[config.mk]
export PLATFORM = sky130hd
export DESIGN_NAME = irq_dest_resolver
export DESIGN_NICKNAME = d
export VERILOG_FILES = /design/src/rtl/irq_dest_pkg.sv /design/src/rtl/irq_dest_match.sv /design/src/rtl/irq_dest_rr_pick.sv /design/src/rtl/irq_dest_resolver.sv
export SDC_FILE = /design/constraint.sdc
export NUM_CORES = 1
export LEC_CHECK = 0
export ABC_AREA = 1
export BUFFER_PORTS_ARGS = -buffer_cell sky130_fd_sc_hd__buf_4
export CORE_UTILIZATION = 46
export DETAILED_ROUTE_END_ITERATION = 8
export GPL_TIMING_DRIVEN = 1
export MAX_ROUTING_LAYER = met4
export PLACE_DENSITY = 0.77
export SETUP_SLACK_MARGIN = 0.1
export SLEW_MARGIN = 0
export SYNTH_ARGS = -nofsm -noshare
export SYNTH_HDL_FRONTEND = slang
export SYNTH_SLANG_ARGS = --single-unit
[constraint.sdc]
create_clock -name clk -period 3.3 [get_ports clk]
set_input_delay 0.33 -clock clk [delete_from_list [all_inputs] [get_ports clk]]
set_output_delay 0.33 -clock clk [all_outputs]
set_load 0.02 [all_outputs]
[src/rtl/irq_dest_pkg.sv]
package irq_dest_pkg;
  typedef enum logic [2:0] {
    DM_FIXED  = 3'd0,
    DM_LOWEST = 3'd1,
    DM_SMI    = 3'd2,
    DM_RSV3   = 3'd3,
    DM_NMI    = 3'd4,
    DM_INIT   = 3'd5,
    DM_RSV6   = 3'd6,
    DM_EXTINT = 3'd7
  } dmode_e;
endpackage

[src/rtl/irq_dest_match.sv]
// Builds the target mask from the destination field for all receivers.
module irq_dest_match #(
  parameter int N_RCV = 8,
  parameter int ID_W  = 8
) (
  input  logic                   logical_i,
  input  logic [ID_W-1:0]        dest_i,
  input  logic [N_RCV-1:0]       present_i,
  input  logic [N_RCV*ID_W-1:0]  phys_id_i,
  input  logic [N_RCV*ID_W-1:0]  log_id_i,
  input  logic [N_RCV-1:0]       cluster_i,
  output logic [N_RCV-1:0]       mask_o
);
  localparam int HALF = ID_W / 2;

  logic [N_RCV-1:0] phys_hit;
  logic [N_RCV-1:0] log_hit;
  logic [N_RCV-1:0] phys_first;

  for (genvar g = 0; g < N_RCV; g++) begin : g_rcv
    logic [ID_W-1:0] lid;
    logic            flat_hit;
    logic            clus_hit;
    assign lid         = log_id_i[g*ID_W +: ID_W];
    assign phys_hit[g] = present_i[g] && (phys_id_i[g*ID_W +: ID_W] == dest_i);
    assign flat_hit    = |(lid & dest_i);
    assign clus_hit    = (lid[ID_W-1:HALF] == dest_i[ID_W-1:HALF]) &&
                         (|(lid[HALF-1:0] & dest_i[HALF-1:0]));
    assign log_hit[g]  = present_i[g] && (|dest_i) &&
                         (cluster_i[g] ? clus_hit : flat_hit);
  end

  always_comb begin
    logic found;
    found      = 1'b0;
    phys_first = '0;
    for (int i = 0; i < N_RCV; i++) begin
      if (!found && phys_hit[i]) begin
        phys_first[i] = 1'b1;
        found         = 1'b1;
      end
    end
  end

  assign mask_o = logical_i ? log_hit : phys_first;
endmodule

[src/rtl/irq_dest_rr_pick.sv]
// Picks the first candidate at or after the pointer, wrapping around.
module irq_dest_rr_pick #(
  parameter int N_RCV = 8,
  localparam int PW = (N_RCV > 1) ? $clog2(N_RCV) : 1
) (
  input  logic [N_RCV-1:0] cand_i,
  input  logic [PW-1:0]    ptr_i,
  output logic [N_RCV-1:0] pick_o,
  output logic [PW-1:0]    pick_idx_o
);
  always_comb begin
    logic found;
    int   j;
    found      = 1'b0;
    pick_o     = '0;
    pick_idx_o = '0;
    for (int k = 0; k < N_RCV; k++) begin
      j = int'(ptr_i) + k;
      if (j >= N_RCV) j = j - N_RCV;
      if (!found && cand_i[j]) begin
        found      = 1'b1;
        pick_o[j]  = 1'b1;
        pick_idx_o = PW'(j);
      end
    end
  end
endmodule

[src/rtl/irq_dest_resolver.sv]
module irq_dest_resolver
  import irq_dest_pkg::*;
#(
  parameter int N_RCV = 8,
  parameter int ID_W  = 8,
  parameter int VEC_W = 8,
  parameter int PIN_W = 5
) (
  input  logic                   clk,
  input  logic                   rst,
  input  logic                   req_i,
  input  logic [PIN_W-1:0]       req_pin_i,
  input  logic [VEC_W-1:0]       req_vec_i,
  input  logic [2:0]             req_dmode_i,
  input  logic                   req_logical_i,
  input  logic                   req_trig_i,
  input  logic [ID_W-1:0]        req_dest_i,
  input  logic [N_RCV-1:0]       rcv_present_i,
  input  logic [N_RCV*ID_W-1:0]  rcv_phys_id_i,
  input  logic [N_RCV*ID_W-1:0]  rcv_log_id_i,
  input  logic [N_RCV-1:0]       rcv_cluster_i,
  output logic [N_RCV-1:0]       dlv_strobe_o,
  output logic [VEC_W-1:0]       dlv_vec_o,
  output logic                   dlv_trig_o,
  output logic                   unsup_o
);
  localparam int PW = (N_RCV > 1) ? $clog2(N_RCV) : 1;
  localparam logic [PW-1:0] LAST = PW'(N_RCV - 1);

  logic [N_RCV-1:0] tgt;
  logic [N_RCV-1:0] pick;
  logic [PW-1:0]    pick_idx;
  logic [PW-1:0]    ptr_q;
  logic [N_RCV-1:0] nxt_strobe;
  logic             nxt_unsup;
  logic             adv_ptr;
  dmode_e           dmode;

  assign dmode = dmode_e'(req_dmode_i);

  irq_dest_match #(.N_RCV(N_RCV), .ID_W(ID_W)) match_i (
    .logical_i (req_logical_i),
    .dest_i    (req_dest_i),
    .present_i (rcv_present_i),
    .phys_id_i (rcv_phys_id_i),
    .log_id_i  (rcv_log_id_i),
    .cluster_i (rcv_cluster_i),
    .mask_o    (tgt)
  );

  irq_dest_rr_pick #(.N_RCV(N_RCV)) pick_i (
    .cand_i     (tgt),
    .ptr_i      (ptr_q),
    .pick_o     (pick),
    .pick_idx_o (pick_idx)
  );

  always_comb begin
    nxt_strobe = '0;
    nxt_unsup  = 1'b0;
    adv_ptr    = 1'b0;
    unique case (dmode)
      DM_FIXED, DM_EXTINT: nxt_strobe = tgt;
      DM_LOWEST: begin
        if (|tgt) begin
          if (req_pin_i == '0) begin
            nxt_strobe[0] = rcv_present_i[0];
          end else begin
            nxt_strobe = pick;
            adv_ptr    = 1'b1;
          end
        end
      end
      default: nxt_unsup = 1'b1;
    endcase
  end

  always_ff @(posedge clk) begin
    if (rst) begin
      dlv_strobe_o <= '0;
      dlv_vec_o    <= '0;
      dlv_trig_o   <= 1'b0;
      unsup_o      <= 1'b0;
      ptr_q        <= '0;
    end else begin
      dlv_strobe_o <= req_i ? nxt_strobe : '0;
      unsup_o      <= req_i && nxt_unsup;
      if (req_i) begin
        dlv_vec_o  <= req_vec_i;
        dlv_trig_o <= req_trig_i;
      end
      if (req_i && adv_ptr) begin
        ptr_q <= (pick_idx == LAST) ? '0 : pick_idx + PW'(1);
      end
    end
  end
endmodule

### Yosys cells after proc, flatten, opt, wreduce, memory -nomap -nowiden

Cells that the tools add are included.

* register bits: 21
* bits in latches: 0
* bits in writable memories: 0
* ROM bits: 0
* output and inout bits: 18
* memories kept: 0

* add/subtract/negate cells: 16
* multiply operators: 0
* div/mod/pow operators: 0
* order comparisons: 24
* equality and inequality tests: 19
* shift operators: 0
* multiplexer cells: 103
* bitwise logic cells: 24
* reductions and logical operators: 93

Operators by type and width (count)
* greater-or-equal comparator 32 x 1 -> 1 bit (second input constant): 8
* < comparator 32 x 5 -> 1 bit (second input constant): 8
* two-way mux 32 bit: 8
* greater-or-equal comparator 32 x 5 -> 1 bit (second input constant): 7
* subtractor 32 x 5 -> 32 bit (second input constant): 7
* two-way mux 8 bit: 10
* OR reduction 8 bit: 10
* bitwise AND 8 bit: 8
* equality test 8 bit: 8
* two-way mux 1 bit: 58
* logical AND 1 bit: 56
* bitwise OR 8 bit: 7
* bitwise AND 4 bit: 8
* equality test 4 bit: 8
* OR reduction 4 bit: 8
* two-way mux 3 bit: 9
* binary-select mux 1 bit (select 3 bit): 8
* demux 1 bit (select 3 bit): 8
* adder 3 x 3 -> 4 bit (second input constant): 4
* one-hot mux 8 bit (2 select lines): 1
* zero test 1 bit: 14
* adder 3 x 2 -> 4 bit (second input constant): 2
* two-way mux 7 bit: 1
* equality test 3 bit (second input constant): 2
* 10 further kinds: 11

### Longest topological paths before layout

* word-level depth: 53
* mapped depth: 29

### Cells and area by module

From an unflattened synthesis, not the netlist that was laid out.

* cell total of the unflattened synthesis: 793
* area total of the unflattened synthesis: 4473.0 sq um

By module, submodules not included
* irq_dest_match: instances 1, cells an instance 369, area an instance 2073.2 sq um, seq. area each 0.0 sq um
* irq_dest_rr_pick: instances 1, cells an instance 301, area an instance 1511.4 sq um, seq. area each 0.0 sq um
* irq_dest_resolver: instances 1, cells an instance 123, area an instance 888.4 sq um, seq. area each 420.4 sq um

### Worst setup path before layout

No wires, ideal clock.

* path kind: reg-to-reg
* start: register ptr_q[1]
* end: register ptr_q[2]
* library setup time: 0.124 ns
* arrival: 3.299 ns
* data required time: 3.176 ns
* setup slack: -0.123 ns
* stages on the path, launching flop included: 22
* path buffers: 3
* cell sequence: dfxtp_1 buf_2 clkinv_1 ha_1 inv_1 clkbuf_1 nand2_1 nand3_1 nand2_2 nand2_4 nor2_8 buf_6 nand2_1 nor2_1 nor3_1 o211ai_1 nor2_1 a21oi_1 ha_1 ha_1 o21ai_0 a21oi_1

* cells in the longest elaborated chain, start to end: 29
* elaborated cells between the ends (all ways): 87
* classes of those cells: 16 x add/sub; 8 x order compare; 1 x eq/ne; 48 x mux; 14 x reduce/logical

RTL lines
* from (decl): line irq_dest_resolver.sv:33 `logic [PW-1:0] ptr_q;`
* from (signal assigned): line irq_dest_resolver.sv:93 `ptr_q <= (pick_idx == LAST) ? '0 : pick_idx + PW'(1);`
* branches (longest 26 deep; another with subtractor 32 x 5 -> 32 bit)
* two-way mux 3 bit *: line irq_dest_rr_pick.sv:20 `if (!found && cand_i[j]) begin`
* adder 3 x 1 -> 3 bit / equality test 3 bit (equally long branches): line irq_dest_resolver.sv:93
* two-way mux 3 bit *: line irq_dest_resolver.sv:93

Mark *: on every way between the ends. The select of a mux whose other input is x is not followed.
A chain may end at the register's enable or synchronous reset.

### Worst setup path in the final report

* start: input req_dest_i[6]
* end: register ptr_q[2]

* cells in the longest elaborated chain, start to end: 52
* elaborated cells between the ends (all ways): 162
* classes of those cells: 1 x add/sub; 17 x eq/ne; 65 x mux; 8 x bitwise; 71 x reduce/logical

RTL lines
* from (decl): line irq_dest_resolver.sv:17 `input logic [ID_W-1:0] req_dest_i,`
* equality test 8 bit: line irq_dest_match.sv:25 `assign phys_hit[g] = present_i[g] && (phys_id_i[g*ID_W +: ID_W] == dest_i);`
* logical AND 1 bit: line irq_dest_match.sv:25
* two-way mux 1 bit: line irq_dest_match.sv:38 `if (!found && phys_hit[i]) begin`
* zero test 1 bit: line irq_dest_match.sv:38
* logical AND 1 bit: line irq_dest_match.sv:38
* two-way mux 1 bit: line irq_dest_match.sv:38
* zero test 1 bit: line irq_dest_match.sv:38
* logical AND 1 bit: line irq_dest_match.sv:38
* (+36 left out)
* zero test 1 bit: line irq_dest_rr_pick.sv:20
* logical AND 1 bit: line irq_dest_rr_pick.sv:20
* two-way mux 1 bit: line irq_dest_rr_pick.sv:20
* zero test 1 bit: line irq_dest_rr_pick.sv:20
* logical AND 1 bit: line irq_dest_rr_pick.sv:20
* two-way mux 3 bit: line irq_dest_rr_pick.sv:20
* adder 3 x 1 -> 3 bit / equality test 3 bit (equally long branches): line irq_dest_resolver.sv:93
* two-way mux 3 bit: line irq_dest_resolver.sv:93

Every way passes the cells marked *; elsewhere a longest branch is shown, timed or not. The select of a mux whose other input is x is not followed.

==> metrics.csv <==
metric,value,unit
status,finished clean,
min_period,3.148,ns
cts_tree,yes,
max_freq,0.3177,GHz
cp_data_arrival_time,3.30,ns
path_class,in -> reg,
endpoint,ptr_q[2],
reg2reg_to,ptr_q[2],
cp-end-kind,register,
hold_violations,0,
cp.required,3.45,ns
ys_seq_area_share,8.901,%
fin_worst_skew,0.001781,ns
crit_path_start_kind,input pin,
startpoint,req_dest_i[6],
final_nets,1308,
dieWidth,103.3,um
vias,6703,
intPower,0.0008140,W
grtUsageTotal,35.68,%
hold_ws,0.2385,ns
core.rowCount,36,
cts_buffers,3,
synth_top_cell_area_share,18.83,%
power_switching,0.0006429,W
avgSynthCellArea,5.616,um^2
cts.path.max_buffers,2,
power.density,199.0,nW/um^2
ir_drop,0.1711,mV
yosysTopAreaCell,nand2_1,
place_ws,-0.2632,ns
wl_per_cell,16.03,um
pwr-share-seq,18.5,%
place_congestion,0.9535,
path_common_cell,nand3_4,
hold_class,in -> reg,
via_per_inst,5.476,
grt_pass1_wl,28370,um
fin_ws,0.1520,ns
start_util,47.88,%
postSynthCellCount,841,
diodes,0,
cp.depth,22,
yosysWarnings,0,
r2r_cells,18,
worst_path_largest_cell_delay,0.31,ns
syn_area,4723,um^2
clock-root-buffer,clkbuf_8,
maxSlewViolCount,0,
async_flop_share,0,%
dpl.cell_count,1212,
synthTopCellsByArea,"nand2_1 (19%), ha_1 (11%), nand3_1 (9.5%)",
cts.clk_slew.worst_paths,0.07,ns
grt_pass1_vias,6046,
drc,0,
dpl.hpwl,15840,um
most-common-layout-cells,"buf_4 (262), nand2_1 (226), nor2_1 (114)",
drive_above_1_share,36.11,%
cts.htree.levels,1,
ant_nets,0,
synth_nets,1057,
grt_max_degree,20,
maxSlewHeadroom,59.98,%
comb_power_share,69.9,%
worstSkewPairLatency,0.26,ns
cts_hold_buf,0,
p_leak,3.858,nW
ios,191,
min_path_cells,2,
ys_types,42,
path_buf_inv,2,
cp_max_fo,16,
portBuffers,190,
finalSetupViolCount,0,
ys_seq_elements,21,
maxCapViolations,0,
path_cells,buf_12 -> xnor2_1 -> nand3_1 -> nor2_1 -> nand2_1 -> nor3_1 -> nand3_2 -> nand3_4 -> nand3_4 -> nand3_4 -> nand2_4 -> buf_4 -> nand2_2 -> o22ai_1 -> nor3_2 -> o211ai_1 -> nor2_1 -> a21oi_1 -> ha_2 -> ha_4 -> o21ai_2 -> a21oi_1,
final_common_cell,buf_4,
nFillCells,855,
cpMaxStageDelayCell,xnor2_1,
drtPass1Iterations,5,
die-area,10680,um^2
drt_iter0_drc,432,
tightest_slew,0.6003,ns
clkPwrFrac,11.6,%
wl,19620,um
cts_sinks,21,
cp_top_family,simple AND/OR/NAND/NOR gates,
antenna_found_initial,0,
grt_overflow,0,
switching_share,44.13,%
synth_edf_count,0,
rsz0062_at_grt,true,
die_h,103.3,um
r2r_start,ptr_q[0],
core-area,9864,um^2
fin_crit_sh,95.40,%
syn_to_final_growth,54.97,%
ys.flop_type,dfxtp_1,
finalNonFillerCells,1224,
reg2reg_slack,0.17,ns
==> registers in the layout, summed over array words and instances, names as in the netlist <==
signal and count:
ptr_q 3, dlv_strobe_o 8, dlv_trig_o 1, unsup_o 1
dlv_vec_o 8
==> worst register-to-register path: cells and delay by family (launching register included) <==
kind | cells | cell delay, ns
simple gates | 9 | 1.16
compound gates | 3 | 0.38
buf+inv | 4 | 0.54
fa+ha+maj | 2 | 0.47
flops | 1 | 0.47
==> synthesized netlist by cell type, types with 4 or more instances <==
cell	instances
nor2_1	120
xor2_1	10
or3_1	5
o21ai_0	28
inv_1	84
a21oi_1	22
o21ai_1	6
nor4_1	10
buf_4	9
xnor2_1	8
clkbuf_1	6
clkinv_1	4
nor3_1	15
nand4_1	39
buf_2	8
ha_1	43
dfxtp_1	21
a221oi_1	8
nor2_2	4
nand2_2	7
nand3_2	15
nand3_1	90
nand2_1	237
inv_2	7
or2_2	6
nand2_4	5
==> power groups by stage <==
stage          Sequential (W)  Clock, W  Combinational [W]
5_1_grt              0.000271  0.000184            0.00111
2_1_floorplan        0.000287         0           0.000487
3_5_place_dp         0.000276         0           0.000902
4_1_cts              0.000270  0.000169           0.000906
3_3_place_gp         0.000275         0           0.000892
6_report             0.000270  0.000169            0.00102
==> through the flow <==
| step | setup TNS, ns | instance area, um^2 | util (%) | power (W) |
|---|---|---|---|---|
| 2_1_floorplan | 0 | 4726 | - | 0.0007738 |
| 3_3_place_gp | -0.2155 | 6750 | 68.43 | 0.001167 |
| 3_5_place_dp | -0.4774 | 6750 | 68.43 | 0.001177 |
| 4_1_cts | 0 | 6797 | 68.90 | 0.001344 |
| 5_1_grt | -0.05017 | 7320 | 74.20 | 0.001562 |
| 6_report | 0 | 7320 | 74.20 | 0.001457 |
==> cell families after synthesis <==
kind of cell / Yosys count / synth area share, %
DFF: 21 / 8.901
buffers and inverters: 123 / 11.23
adders and majority gates: 43 / 11.39
xor gates and xnor gates: 18 / 3.338
and+or+nand+nor: 565 / 56.72
AOI/OAI and AO/OA: 71 / 8.424
==> area by class of cell <==
class                      instances  area [um^2]  area share [%]
multi-input combinational        697         4161           56.85
sequential                        21        420.4           5.744
timing repair buffer             273         2147           29.33
inverter                          96        377.9           5.162
clock buffer                       3        41.29          0.5641
tap                              133        166.4           2.274
clock inverter                     1        5.005         0.06838
==> metal layers <==
metal / routed length, um / part of all wire, % / track usage (%) / vias up
met5: 0 / 0 / - / -
met4: 740 / 3.8 / 11.92 / 0
met3: 1451 / 7.4 / 3.427 / 62
met2: 9454 / 48 / 61.64 / 347
met1: 7971 / 41 / 43.49 / 3008
li1: - / - / - / 3286
==> how the worst min path moves through the flow <==
stage | startpoint | end | slack (ns)
2_1_floorplan | rst | ptr_q[0] | 0.40
3_3_place_gp | dlv_trig_o | dlv_trig_o | 0.48
3_5_place_dp | dlv_trig_o | dlv_trig_o | 0.49
4_1_cts | rst | ptr_q[0] | 0.24
5_1_grt | rst | ptr_q[0] | 0.23
6_report | rst | ptr_q[0] | 0.24
==> timing repair <==
item,in CTS,in global routing
setup endpoints to repair,1,3
gates resized for setup,4,97
setup buffers,0,9
pin swaps,5,44
(Power assumes the default switching activity.)
